==> src/rtl/dma_regs_pkg.sv <==
package dma_regs_pkg;

  typedef enum logic [1:0] {
    XM_SINGLE  = 2'd0,
    XM_AUTO    = 2'd1,
    XM_CASCADE = 2'd2,
    XM_RSVD    = 2'd3
  } xfer_mode_e;

  typedef struct packed {
    xfer_mode_e mode;
    logic       dir_wr;
  } chan_mode_t;

  localparam int BYTE_W = 8;
  localparam int REG_W  = 2 * BYTE_W;

endpackage

==> src/rtl/dma_host_decode.sv <==
module dma_host_decode
  import dma_regs_pkg::*;
#(
  parameter int NUM_CH = 4,
  localparam int ADDR_W = $clog2(2 * NUM_CH + 4)
) (
  input  logic                clk_i,
  input  logic                rst_ni,
  input  logic                wr_i,
  input  logic                rd_i,
  input  logic [ADDR_W-1:0]   addr_i,
  input  logic [BYTE_W-1:0]   wdata_i,
  output logic                byte_hi_o,
  output logic [NUM_CH-1:0]   addr_wr_o,
  output logic [NUM_CH-1:0]   cnt_wr_o,
  output logic [NUM_CH-1:0]   mask_set_o,
  output logic [NUM_CH-1:0]   mask_clr_o,
  output logic [NUM_CH-1:0]   mode_wr_o,
  output chan_mode_t          mode_o,
  output logic                stat_rd_o
);

  localparam logic [ADDR_W-1:0] P_STAT  = ADDR_W'(2 * NUM_CH);
  localparam logic [ADDR_W-1:0] P_SMASK = ADDR_W'(2 * NUM_CH + 1);
  localparam logic [ADDR_W-1:0] P_MODE  = ADDR_W'(2 * NUM_CH + 2);
  localparam logic [ADDR_W-1:0] P_CLRFF = ADDR_W'(2 * NUM_CH + 3);

  logic reg_space, reg_acc, clr_ff;
  logic byte_hi_q;

  assign reg_space = addr_i < ADDR_W'(2 * NUM_CH);
  assign reg_acc   = (wr_i | rd_i) & reg_space;
  assign clr_ff    = wr_i & (addr_i == P_CLRFF);
  assign stat_rd_o = rd_i & (addr_i == P_STAT);
  assign byte_hi_o = byte_hi_q;
  assign mode_o    = '{mode: xfer_mode_e'(wdata_i[4:3]), dir_wr: wdata_i[2]};

  always_ff @(posedge clk_i or negedge rst_ni) begin
    if (!rst_ni)      byte_hi_q <= 1'b0;
    else if (clr_ff)  byte_hi_q <= 1'b0;
    else if (reg_acc) byte_hi_q <= ~byte_hi_q;
  end

  for (genvar c = 0; c < NUM_CH; c++) begin : g_ch_dec
    logic hit_reg, hit_sel;
    assign hit_reg       = wr_i & reg_space & (addr_i[ADDR_W-1:1] == (ADDR_W-1)'(c));
    assign hit_sel       = wdata_i[1:0] == 2'(c);
    assign addr_wr_o[c]  = hit_reg & ~addr_i[0];
    assign cnt_wr_o[c]   = hit_reg &  addr_i[0];
    assign mask_set_o[c] = wr_i & (addr_i == P_SMASK) & hit_sel &  wdata_i[2];
    assign mask_clr_o[c] = wr_i & (addr_i == P_SMASK) & hit_sel & ~wdata_i[2];
    assign mode_wr_o[c]  = wr_i & (addr_i == P_MODE) & hit_sel;
  end

endmodule

==> src/rtl/dma_channel.sv <==
module dma_channel
  import dma_regs_pkg::*;
(
  input  logic              clk_i,
  input  logic              rst_ni,
  input  logic              addr_wr_i,
  input  logic              cnt_wr_i,
  input  logic              byte_hi_i,
  input  logic [BYTE_W-1:0] wdata_i,
  input  logic              mode_wr_i,
  input  chan_mode_t        mode_i,
  input  logic              mask_set_i,
  input  logic              mask_clr_i,
  input  logic              step_i,
  output logic [REG_W-1:0]  cur_addr_o,
  output logic [REG_W-1:0]  cur_cnt_o,
  output logic              mask_o,
  output logic              dir_wr_o,
  output logic              casc_o,
  output logic              auto_o,
  output logic              tc_evt_o
);

  logic [REG_W-1:0] base_addr_q, cur_addr_q, base_cnt_q, cur_cnt_q;
  chan_mode_t       mode_q;
  logic             mask_q;
  logic             host_wr, advance;

  assign host_wr  = addr_wr_i | cnt_wr_i;
  assign casc_o   = mode_q.mode == XM_CASCADE;
  assign auto_o   = mode_q.mode == XM_AUTO;
  // host programming wins over a coincident step
  assign advance  = step_i & ~mask_q & ~casc_o & ~host_wr;
  assign tc_evt_o = advance & (cur_cnt_q == '0);

  always_ff @(posedge clk_i or negedge rst_ni) begin
    if (!rst_ni) begin
      base_addr_q <= '0;
      cur_addr_q  <= '0;
      base_cnt_q  <= '0;
      cur_cnt_q   <= '0;
      mode_q      <= '{mode: XM_SINGLE, dir_wr: 1'b0};
      mask_q      <= 1'b1;
    end else begin
      if (addr_wr_i) begin
        if (byte_hi_i) begin
          base_addr_q[REG_W-1:BYTE_W] <= wdata_i;
          cur_addr_q[REG_W-1:BYTE_W]  <= wdata_i;
        end else begin
          base_addr_q[BYTE_W-1:0] <= wdata_i;
          cur_addr_q[BYTE_W-1:0]  <= wdata_i;
        end
      end
      if (cnt_wr_i) begin
        if (byte_hi_i) begin
          base_cnt_q[REG_W-1:BYTE_W] <= wdata_i;
          cur_cnt_q[REG_W-1:BYTE_W]  <= wdata_i;
        end else begin
          base_cnt_q[BYTE_W-1:0] <= wdata_i;
          cur_cnt_q[BYTE_W-1:0]  <= wdata_i;
        end
      end
      if (advance) begin
        if (tc_evt_o && auto_o) begin
          cur_addr_q <= base_addr_q;
          cur_cnt_q  <= base_cnt_q;
        end else begin
          cur_addr_q <= cur_addr_q + 1'b1;
          cur_cnt_q  <= cur_cnt_q - 1'b1;
        end
      end
      if (mode_wr_i) mode_q <= mode_i;
      if (mask_set_i)      mask_q <= 1'b1;
      else if (mask_clr_i) mask_q <= 1'b0;
      if (tc_evt_o && !auto_o) mask_q <= 1'b1;
    end
  end

  assign cur_addr_o = cur_addr_q;
  assign cur_cnt_o  = cur_cnt_q;
  assign mask_o     = mask_q;
  assign dir_wr_o   = mode_q.dir_wr;

endmodule

==> src/rtl/dma_read_mux.sv <==
module dma_read_mux
  import dma_regs_pkg::*;
#(
  parameter int NUM_CH = 4,
  localparam int ADDR_W = $clog2(2 * NUM_CH + 4)
) (
  input  logic [ADDR_W-1:0]            addr_i,
  input  logic                         byte_hi_i,
  input  logic [NUM_CH-1:0][REG_W-1:0] cur_addr_i,
  input  logic [NUM_CH-1:0][REG_W-1:0] cur_cnt_i,
  input  logic [NUM_CH-1:0]            stat_i,
  output logic [BYTE_W-1:0]            rdata_o
);

  logic [REG_W-1:0] word;

  always_comb begin
    word = '0;
    for (int c = 0; c < NUM_CH; c++) begin
      if (addr_i == ADDR_W'(2 * c))     word = cur_addr_i[c];
      if (addr_i == ADDR_W'(2 * c + 1)) word = cur_cnt_i[c];
    end
    if (addr_i < ADDR_W'(2 * NUM_CH))
      rdata_o = byte_hi_i ? word[REG_W-1:BYTE_W] : word[BYTE_W-1:0];
    else if (addr_i == ADDR_W'(2 * NUM_CH))
      rdata_o = BYTE_W'(stat_i);
    else
      rdata_o = '0;
  end

endmodule

==> src/rtl/dma_chan_regs.sv <==
module dma_chan_regs
  import dma_regs_pkg::*;
#(
  parameter int NUM_CH = 4,
  localparam int CH_W   = $clog2(NUM_CH),
  localparam int ADDR_W = $clog2(2 * NUM_CH + 4)
) (
  input  logic              clk_i,
  input  logic              rst_ni,
  input  logic              host_wr_i,
  input  logic              host_rd_i,
  input  logic [ADDR_W-1:0] host_addr_i,
  input  logic [BYTE_W-1:0] host_wdata_i,
  output logic [BYTE_W-1:0] host_rdata_o,
  input  logic              step_i,
  input  logic [CH_W-1:0]   step_ch_i,
  output logic [NUM_CH-1:0] mask_o,
  output logic [NUM_CH-1:0] dir_wr_o,
  output logic [NUM_CH-1:0] tc_o
);

  logic                         byte_hi, stat_rd;
  logic [NUM_CH-1:0]            addr_wr, cnt_wr, mask_set, mask_clr, mode_wr;
  logic [NUM_CH-1:0]            step_v, tc_evt, casc_v, auto_v;
  logic [NUM_CH-1:0]            stat_q, tc_q;
  logic [NUM_CH-1:0][REG_W-1:0] cur_addr, cur_cnt;
  chan_mode_t                   mode_wdata;

  dma_host_decode #(.NUM_CH(NUM_CH)) u_dec (
    .clk_i      (clk_i),
    .rst_ni     (rst_ni),
    .wr_i       (host_wr_i),
    .rd_i       (host_rd_i),
    .addr_i     (host_addr_i),
    .wdata_i    (host_wdata_i),
    .byte_hi_o  (byte_hi),
    .addr_wr_o  (addr_wr),
    .cnt_wr_o   (cnt_wr),
    .mask_set_o (mask_set),
    .mask_clr_o (mask_clr),
    .mode_wr_o  (mode_wr),
    .mode_o     (mode_wdata),
    .stat_rd_o  (stat_rd)
  );

  for (genvar c = 0; c < NUM_CH; c++) begin : g_ch
    assign step_v[c] = step_i & (step_ch_i == CH_W'(c));

    dma_channel u_chan (
      .clk_i      (clk_i),
      .rst_ni     (rst_ni),
      .addr_wr_i  (addr_wr[c]),
      .cnt_wr_i   (cnt_wr[c]),
      .byte_hi_i  (byte_hi),
      .wdata_i    (host_wdata_i),
      .mode_wr_i  (mode_wr[c]),
      .mode_i     (mode_wdata),
      .mask_set_i (mask_set[c]),
      .mask_clr_i (mask_clr[c]),
      .step_i     (step_v[c]),
      .cur_addr_o (cur_addr[c]),
      .cur_cnt_o  (cur_cnt[c]),
      .mask_o     (mask_o[c]),
      .dir_wr_o   (dir_wr_o[c]),
      .casc_o     (casc_v[c]),
      .auto_o     (auto_v[c]),
      .tc_evt_o   (tc_evt[c])
    );
  end

  // new terminal counts win over a clearing read in the same cycle
  always_ff @(posedge clk_i or negedge rst_ni) begin
    if (!rst_ni) begin
      stat_q <= '0;
      tc_q   <= '0;
    end else begin
      stat_q <= (stat_rd ? '0 : stat_q) | tc_evt;
      tc_q   <= tc_evt;
    end
  end

  assign tc_o = tc_q;

  dma_read_mux #(.NUM_CH(NUM_CH)) u_rmux (
    .addr_i     (host_addr_i),
    .byte_hi_i  (byte_hi),
    .cur_addr_i (cur_addr),
    .cur_cnt_i  (cur_cnt),
    .stat_i     (stat_q),
    .rdata_o    (host_rdata_o)
  );

endmodule

==> config.mk <==
export PLATFORM = sky130hd
export DESIGN_NAME = dma_chan_regs
export DESIGN_NICKNAME = d
export VERILOG_FILES = /design/src/rtl/dma_regs_pkg.sv /design/src/rtl/dma_host_decode.sv /design/src/rtl/dma_channel.sv /design/src/rtl/dma_read_mux.sv /design/src/rtl/dma_chan_regs.sv
export SDC_FILE = /design/constraint.sdc
export NUM_CORES = 1
export LEC_CHECK = 0
export ABC_AREA = 1
export BUFFER_PORTS_ARGS = -buffer_cell sky130_fd_sc_hd__buf_2
export CAP_MARGIN = 10
export CELL_PAD_IN_SITES_DETAIL_PLACEMENT = 2
export CELL_PAD_IN_SITES_GLOBAL_PLACEMENT = 2
export CORE_MARGIN = 2
export CORE_UTILIZATION = 36
export DETAILED_ROUTE_END_ITERATION = 12
export PLACE_DENSITY_LB_ADDON = 0.25
export SYNTH_ARGS = -nofsm -noshare
export SYNTH_HDL_FRONTEND = slang
export SYNTH_SLANG_ARGS = --single-unit
==> constraint.sdc <==
create_clock -name clk_i -period 1.9 [get_ports clk_i]
set_input_delay 0.285 -clock clk_i [delete_from_list [all_inputs] [get_ports clk_i]]
set_output_delay 0.285 -clock clk_i [all_outputs]
set_load 0.02 [all_outputs]
==> impl_metrics.py, run 1 <==
metrics = {
    "cts": {
        "cts-resized-gates": 458,
        "cts_num_sinks": 281,
        "cts_setup_buffers": 56,
        "numCtsBuffers": 36,
        "cts_max_level": 2,
        "cts_hold_buf": 1,
        "clk_path_buf_depth": 3,
        "cts-root-buf": "clkbuf_16",
    },
    "yosys": {
        "synth.area.top_cells": "dfrtp_1 39%, nand2_1 15%, nor2_1 9.8%, nand3_1 6.0%, inv_1 5.6%",
        "synth_area_leader_cell": "dfrtp_1",
        "synth_common_cells": "697 x nand2_1, 457 x nor2_1, 277 x dfrtp_1",
        "async_reset_ff_share_pct": 100,
        "synth.most_common_cell": "nand2_1",
        "synth_edf_count": 0,
        "synth_area_um2": 17600,
        "yosys_warnings": 0,
        "ys_seq_area_share_pct": 40.1,
        "ys_ff_latch": 281,
        "synth_cell_types": 41,
        "syn_nets": 2649,
        "synthCells": 2618,
        "synthFlopType": "dfrtp_1",
        "netlist.area_leader.share_pct": 39.5,
        "syn-mean-instance-area_um2": 6.71,
    },
    "placed_design": {
        "gp_congestion": 0.942,
        "io_buffers": 38,
        "hpwl_um": 70900,
        "detailed_place.area_um2": 21200,
    },
    "floorplan": {
        "start_util_pct": 36.6,
        "boundaryPins": 39,
        "placementRows": 80,
        "fp.dieH_um": 225,
        "die_w_um": 225,
    },
    "run_status": {
        "status": "did not finish",
        "lastStage": "4_1_cts",
        "first-error": "[ERROR DPL-0033] detailed placement checks failed during check placement.",
    },
}
## stage by stage
step	TNS, ps	setup slack, ps	cells	util, %	hold slack, ps
after detailed placement	-37170	-485	3544	44.3	235
after global placement	-19620	-411	3544	44.3	234
after floorplan	0	107	2618	-	-10.6
## logic make-up after synthesis
logic type,after synthesis,share of synthesized area (%)
compound gates,411,12.6
xor+xnor,57,2.84
fa+ha+maj,12,0.855
buf+inv,379,8.55
flops,281,40.1
simple gates,1478,35.1
==> inputs of run 2 (changes only) <==
--- a/config.mk
+++ b/config.mk
@@ -8,12 +8,10 @@
 export ABC_AREA = 1
 export BUFFER_PORTS_ARGS = -buffer_cell sky130_fd_sc_hd__buf_2
 export CAP_MARGIN = 10
-export CELL_PAD_IN_SITES_DETAIL_PLACEMENT = 2
-export CELL_PAD_IN_SITES_GLOBAL_PLACEMENT = 2
 export CORE_MARGIN = 2
-export CORE_UTILIZATION = 36
+export CORE_UTILIZATION = 40
 export DETAILED_ROUTE_END_ITERATION = 12
-export PLACE_DENSITY_LB_ADDON = 0.25
+export PLACE_DENSITY_LB_ADDON = 0.15
 export SYNTH_ARGS = -nofsm -noshare
 export SYNTH_HDL_FRONTEND = slang
 export SYNTH_SLANG_ARGS = --single-unit
==> run 2 against run 1 <==
Effect of this change:
- the flow now finishes, with violations (setup timing)
- synthesized cell count unchanged
- area after synthesis unchanged
==> impl_metrics.py, run 2 <==
metrics = {
    "detailed_routing": {
        "drt.antenna.violating_nets": 0,
        "drt-initial-drc-count": 1732,
        "drc": 0,
        "detail_route.wirelength_um": 71200,
        "vias": 18900,
        "drt_pass1_iterations": 6,
        "viasPerCell": 5.26,
        "wl_per_cell_um": 19.8,
    },
    "yosys": {
        "yosys_warnings": 0,
        "syn-mean-instance-area_um2": 6.71,
        "synth_area_leader_cell": "dfrtp_1",
        "synth_area_um2": 17600,
        "netlist.area_leader.share_pct": 39.5,
        "synth_common_cells": "697 x nand2_1, 457 x nor2_1, 277 x dfrtp_1",
        "synth.most_common_cell": "nand2_1",
        "synth_cell_types": 41,
        "ys_ff_latch": 281,
        "syn_nets": 2649,
        "synthCells": 2618,
        "ys_seq_area_share_pct": 40.1,
        "synth.area.top_cells": "dfrtp_1 39%, nand2_1 15%, nor2_1 9.8%, nand3_1 6.0%, inv_1 5.6%",
        "synth_edf_count": 0,
        "synthFlopType": "dfrtp_1",
        "async_reset_ff_share_pct": 100,
    },
    "setup_path": {
        "cp.buffers_inverters": 3,
        "crit_chain": "buf_4 -> o211ai_1 -> nand2_1 -> nand2_1 -> nand2_1 -> nand2_2 -> inv_2 -> buf_6",
        "critPathSlowestCell": "dfrtp_1",
        "required_ps": 1620,
        "cp_top_family": "flip-flops",
        "slowest_delay_ps": 380,
        "cp-end-kind": "output port",
        "path_max_fanout": 5,
        "crit_arrival_ps": 1960,
        "path_class": "reg2out",
        "path_common_cell": "nand2_1",
        "start_kind": "flop",
    },
    "sta": {
        "max_slew_margin_pct": 69.4,
        "finalCriticalPeriod_ps": 2250,
        "setup_viol_count_final": 27,
        "drv_slew": 0,
        "max_slew.worst_pin.slew_ps": 456,
        "finClkSkew_ps": 14.4,
        "fin_hold_ws_ps": 92.5,
        "fmax_mhz": 444,
        "fin_crit_sh_pct": 118,
        "hold_viol": 0,
        "worst_slack_ps": -350,
        "grt_setup_unrepaired": "true",
    },
    "floorplan": {
        "boundaryPins": 39,
        "fp.dieH_um": 214,
        "die_area_um2": 45600,
        "placementRows": 76,
        "core_area_um2": 43200,
        "die_w_um": 214,
        "start_util_pct": 40.7,
    },
    "layout": {
        "diodes": 0,
        "nets": 3009,
        "layout_common_cells": "658 x nand2_1, 427 x nor2_1, 339 x buf_4, 262 x dfrtp_1, 231 x inv_1",
        "final_common_cell": "nand2_1",
        "layout-drive-gt1-share_pct": 24.4,
        "area_growth_syn_to_layout_pct": 33.8,
    },
    "pwr": {
        "p_comb_share_pct": 33.8,
        "p_leak_nw": 11.3,
        "clkPwrFrac_pct": 30.0,
        "swShare_pct": 37.4,
        "switching_power_w": 0.00925,
        "seq_power_share_pct": 36.1,
        "ir_drop_uv": 912,
        "p_per_area_nw_per_um2": 1050,
        "p_int_w": 0.0155,
    },
    "grt": {
        "grt_max_degree": 58,
        "grt_usage_pct": 31.1,
        "grt_pass1_vias": 18000,
        "grt_overflow": 0,
        "antenna_found_initial": 2,
        "grt_pass1_wl_um": 106000,
    },
    "run_status": {
        "status": "finished with violations",
        "violations": "setup timing",
    },
    "placed_design": {
        "hpwl_um": 52000,
        "post-place-ws_ps": -533,
        "gp_congestion": 0.979,
        "io_buffers": 38,
    },
    "cts": {
        "clock_latency_ps": 570,
        "cts_tree": "done",
        "cts-root-buf": "clkbuf_16",
        "numCtsBuffers": 38,
        "clk_pin_slew_worst_paths_ps": 60,
        "cts_max_level": 2,
        "clk_path_buf_depth": 3,
        "cts_num_sinks": 281,
    },
    "min_path": {
        "hp-class": "in2reg",
    },
    "run": {
        "drv_cap": 0,
    },
}
==> run 2: cell counts after synthesis <==
Identical to the previous run, type by type.
==> run 2: power by group through the flow <==
stage,registers [W],clock network (W),logic [W]
4_1_cts,0.00888,0.00757,0.00789
5_1_grt,0.00913,0.00779,0.00927
3_5_place_dp,0.00898,0,0.00746
2_1_floorplan,0.00863,0,0.00438
6_report,0.00894,0.00743,0.00837
3_3_place_gp,0.00896,0,0.00740
==> run 2: worst paths after layout <==
kind / cells past startpoint / start / slack, ps / end
max in group asynchronous: 3 / rst_ni / 1000 / g_ch[2].u_chan.cur_addr_o[2]$_DFFE_PN0P_
hold / removal: 3 / host_wdata_i[1] / 90 / g_ch[3].u_chan.base_addr_q[1]$_DFFE_PN0P_
hold reg to reg: 2 / g_ch[1].u_chan.base_cnt_q[8]$_DFFE_PN0P_ / 480 / g_ch[1].u_chan.base_cnt_q[8]$_DFFE_PN0P_
setup reg to reg: 14 / g_ch[1].u_chan.cur_cnt_o[0]$_DFFE_PN0P_ / -70 / g_ch[1].u_chan.cur_addr_o[8]$_DFFE_PN0P_
min in group asynchronous: 2 / rst_ni / 230 / g_ch[2].u_chan.base_cnt_q[9]$_DFFE_PN0P_
setup / recovery: 8 / g_ch[1].u_chan.cur_cnt_o[6]$_DFFE_PN0P_ / -350 / host_rdata_o[6]
==> run 2: final cells by class <==
type,count,area (µm²)
Sequential cell,281,7060
Timing Repair Buffer,423,3630
Clock inverter,15,198
Clock buffer,55,1070
Multi-Input combinational cell,1958,9780
Tap cell,585,732
Fill cell,4310,19700
Inverter,276,1050
==> run 2: layer usage <==
metal  vias up  share of wire [%]  track usage (%)
met5         -              0.045                0
li1       9173                  -                -
met1      8982                 45             43.0
met3       143                6.2             4.54
met4         4                3.2             10.6
met2       589                 46             50.1
==> run 2: kinds of logic after synthesis <==
family,after synthesis,share of synthesized area [%]
fa+ha+maj,12,0.855
xor+xnor,57,2.84
buf+inv,379,8.55
compound gates,411,12.6
flops,281,40.1
simple gates,1478,35.1
==> run 2: worst reg2reg max path, cell delays in order, from the launching register on <==
cell and delay (ps):
dfrtp_1 380, inv_2 80, buf_4 100, buf_4 90, ha_2 200, nand3_1 110, nor2_2 120, nand2_2 90
nor2_4 130, nand2_4 110, buf_6 170, nand2_1 60, nor2_1 40, o21bai_1 140, inv_1 50
==> run 2: stage by stage <==
step	power, W	std cells	instance area, µm²	util [%]	setup TNS, ps
final	0.0247	3593	23500	54.5	-2750
after global placement	0.0164	3475	20900	48.5	-24260
after CTS	0.0243	3568	22600	52.4	-2510
after floorplan	0.0130	2618	17600	-	0
after detailed placement	0.0164	3475	20900	48.5	-26850
after global routing	0.0262	3593	23500	54.5	-7560
==> run 2: timing repair <==
| action | 4_1_cts | 5_1_grt |
|---|---|---|
| hold buffers | 1 | 0 |
| setup endpoints to repair | 15 | 109 |
| cloned | 0 | 4 |
| pin swaps | 27 | 72 |
| resized for setup | 101 | 170 |
| setup buffers | 22 | 22 |
| hold endpoints to repair | 152 | 0 |
Note: power is estimated with default switching activity, not from simulation.
==> inputs of run 3 (changes only) <==
--- a/config.mk
+++ b/config.mk
@@ -8,10 +8,12 @@
 export ABC_AREA = 1
 export BUFFER_PORTS_ARGS = -buffer_cell sky130_fd_sc_hd__buf_2
 export CAP_MARGIN = 10
+export CORE_ASPECT_RATIO = 1.25
 export CORE_MARGIN = 2
 export CORE_UTILIZATION = 40
 export DETAILED_ROUTE_END_ITERATION = 12
 export PLACE_DENSITY_LB_ADDON = 0.15
 export SYNTH_ARGS = -nofsm -noshare
 export SYNTH_HDL_FRONTEND = slang
+export SYNTH_HIERARCHICAL = 1
 export SYNTH_SLANG_ARGS = --single-unit
==> run 3 against run 2 <==
Effect of this change:
- the run still ends with setup timing left
- global-route usage fell by 0.50 points
- critical path depth shrank 1
- via count is 6.3% higher
- register-to-register slack lost 140 ps
- non-clock buffer count fell by 7
- first-iteration DRC count fell by 12%
- critical path type unchanged
- highest routed layer unchanged
==> impl_metrics.py, run 3 <==
metrics = {
    "layout": {
        "final_common_cell": "nand2_1",
        "nets": 3174,
        "area_growth_syn_to_layout_pct": 32.6,
        "layout-drive-gt1-share_pct": 25.7,
        "fin_cells": 3754,
        "diodes": 0,
        "layout_common_cells": "747 x nand2_1, 456 x nor2_1, 333 x buf_4, 263 x inv_1, 256 x dfrtp_1",
    },
    "cts": {
        "clk_pin_slew_worst_paths_ps": 60,
        "cts_tree": "done",
        "clk_path_buf_depth": 3,
        "numCtsBuffers": 34,
        "clock_latency_ps": 550,
        "cts-root-buf": "clkbuf_16",
        "cts_num_sinks": 281,
        "cts_max_level": 2,
    },
    "sta": {
        "finalCriticalPeriod_ps": 2180,
        "finClkSkew_ps": 14.7,
        "drv_slew": 0,
        "worst_slack_ps": -281,
        "grt_setup_unrepaired": "true",
        "fin_crit_sh_pct": 115,
        "max_slew.worst_pin.slew_ps": 536,
        "setup_tns_ps": -4580,
        "max_slew_margin_pct": 64.3,
        "hold_viol": 0,
        "setup_viol_count_final": 26,
        "fmax_mhz": 458,
    },
    "pwr": {
        "p_per_area_nw_per_um2": 1230,
        "seq_power_share_pct": 34.4,
        "p_leak_nw": 12.0,
        "swShare_pct": 41.8,
        "ir_drop_uv": 976,
        "p_comb_share_pct": 42.6,
        "clkPwrFrac_pct": 23.0,
        "p_int_w": 0.0175,
        "switching_power_w": 0.0126,
    },
    "grt": {
        "grt_max_degree": 57,
        "grt_overflow": 0,
        "grt_use_met1_pct": 38.0,
        "busiest_layer": "met2",
        "antenna_found_initial": 1,
        "grt_usage_pct": 30.6,
        "grtUsageMet3_pct": 3.64,
        "grt_pass1_vias": 19500,
        "use_met2_pct": 53.1,
        "grt_pass1_wl_um": 113000,
    },
    "floorplan": {
        "fp.dieH_um": 244,
        "start_util_pct": 40.2,
        "placementRows": 88,
        "core_area_um2": 45900,
        "boundaryPins": 39,
        "die_area_um2": 47900,
        "die_w_um": 196,
    },
    "run": {
        "drv_cap": 0,
    },
    "yosys": {
        "synthCells": 2762,
        "syn-mean-instance-area_um2": 6.69,
        "synth_area_um2": 18500,
        "syn_nets": 2793,
        "yosys_warnings": 6,
    },
    "detailed_routing": {
        "vias": 20100,
        "detail_route.wirelength_um": 74200,
        "drt_pass1_iterations": 7,
        "drc": 0,
        "drt.antenna.violating_nets": 0,
        "wl_per_cell_um": 19.8,
        "viasPerCell": 5.35,
        "drt-initial-drc-count": 1532,
    },
    "setup_path": {
        "r2r_start": "g_ch[0].u_chan/cur_cnt_o[0]$_DFFE_PN0P_",
        "cp-end-kind": "output port",
        "r2r-end": "g_ch[0].u_chan/cur_cnt_o[1]$_DFFE_PN0P_",
        "reg2reg_depth": 11,
        "path_max_fanout": 5,
        "crit_arrival_ps": 1900,
        "startpoint": "g_ch[2].u_chan/cur_cnt_o[5]$_DFFE_PN0P_",
        "crit_end": "host_rdata_o[5]",
        "required_ps": 1620,
        "rrSetupSlack_ps": -210,
        "path_class": "reg2out",
        "start_kind": "flop",
    },
    "placed_design": {
        "gp_congestion": 0.992,
        "io_buffers": 38,
        "hpwl_um": 54800,
        "placed_cells": 3624,
    },
    "min_path": {
        "min_from": "host_wdata_i[6]",
        "hp-class": "in2reg",
    },
    "run_status": {
        "violations": "setup timing",
        "status": "finished with violations",
    },
}
run 3: cell types whose count changed in the layout (fill, tap and decap cells not counted), sizes merged, moves of 22 or more:
cell    delta
nand3     +76
a31oi     -46
nor2      +76
nand3b    +25
nand2     +96
xor2      -22
o21ai     -38
run 3: layout make-up:
type	instances	area (µm²)
fillers	4458	21400
repair buffers	416	3530
multi-input cells	2121	10900
flip-flops and latches	281	7060
well taps	585	732
inverters	289	1090
clock inverters	18	180
clock buffers	44	992
run 3: per-layer routing:
metal	part of all wire [%]	wire length [µm]
met1	40	30000
met5	0.022	16
met4	5.4	3980
met2	49	36400
met3	5.2	3820
run 3: worst min path at each step:
stage / slack [ps] / depth (start not counted) / end
after global routing: 100 / 3 / g_ch[1].u_chan/base_addr_q[6]$_DFFE_PN0P_
after CTS: 90 / 3 / g_ch[1].u_chan/base_addr_q[6]$_DFFE_PN0P_
final: 110 / 3 / g_ch[1].u_chan/base_addr_q[6]$_DFFE_PN0P_
after detailed placement: 210 / 1 / g_ch[0].u_chan/base_addr_q[13]$_DFFE_PN0P_
after global placement: 220 / 1 / g_ch[0].u_chan/base_addr_q[13]$_DFFE_PN0P_
after floorplan: -10 / 0 / g_ch[0].u_chan/base_addr_q[0]$_DFFE_PN0P_
run 3: worst max-delay path, cell delays in order, from the launching register on:
cell	delay [ps]
dfrtp_1	490
buf_4	180
or2_0	220
nand2_2	90
nand3b_1	90
nand2_2	110
inv_2	40
buf_6	120
run 3: repair_timing:
item	CTS	global route
pin swaps	61	94
buffers inserted	26	35
gates resized for setup	109	177
endpoints found under the hold margin	28	0
hold buffers	1	0
setup endpoints to repair	22	106
gates cloned	3	6
run 3: per-stage QoR:
stage               utilization (%)  total power [W]  worst slack, ps  hold slack (ps)  cell area [µm²]
floorplan                         -           0.0165             60.7            -10.6            18500
finish                         53.3           0.0301             -281              112            24500
global route                   53.3           0.0321             -362              104            24500
CTS                            51.0           0.0291             -329             92.0            23400
detailed placement             47.1           0.0214             -620              215            21600
global placement               47.1           0.0213             -685              215            21600
run 3: power by group through the flow:
stage	logic (W)	registers (W)	clock network, W
floorplan	0.00655	0.00992	0
global placement	0.0108	0.0105	0
detailed placement	0.0109	0.0105	0
CTS	0.0118	0.0103	0.00705
global route	0.0142	0.0106	0.00730
finish	0.0128	0.0104	0.00691
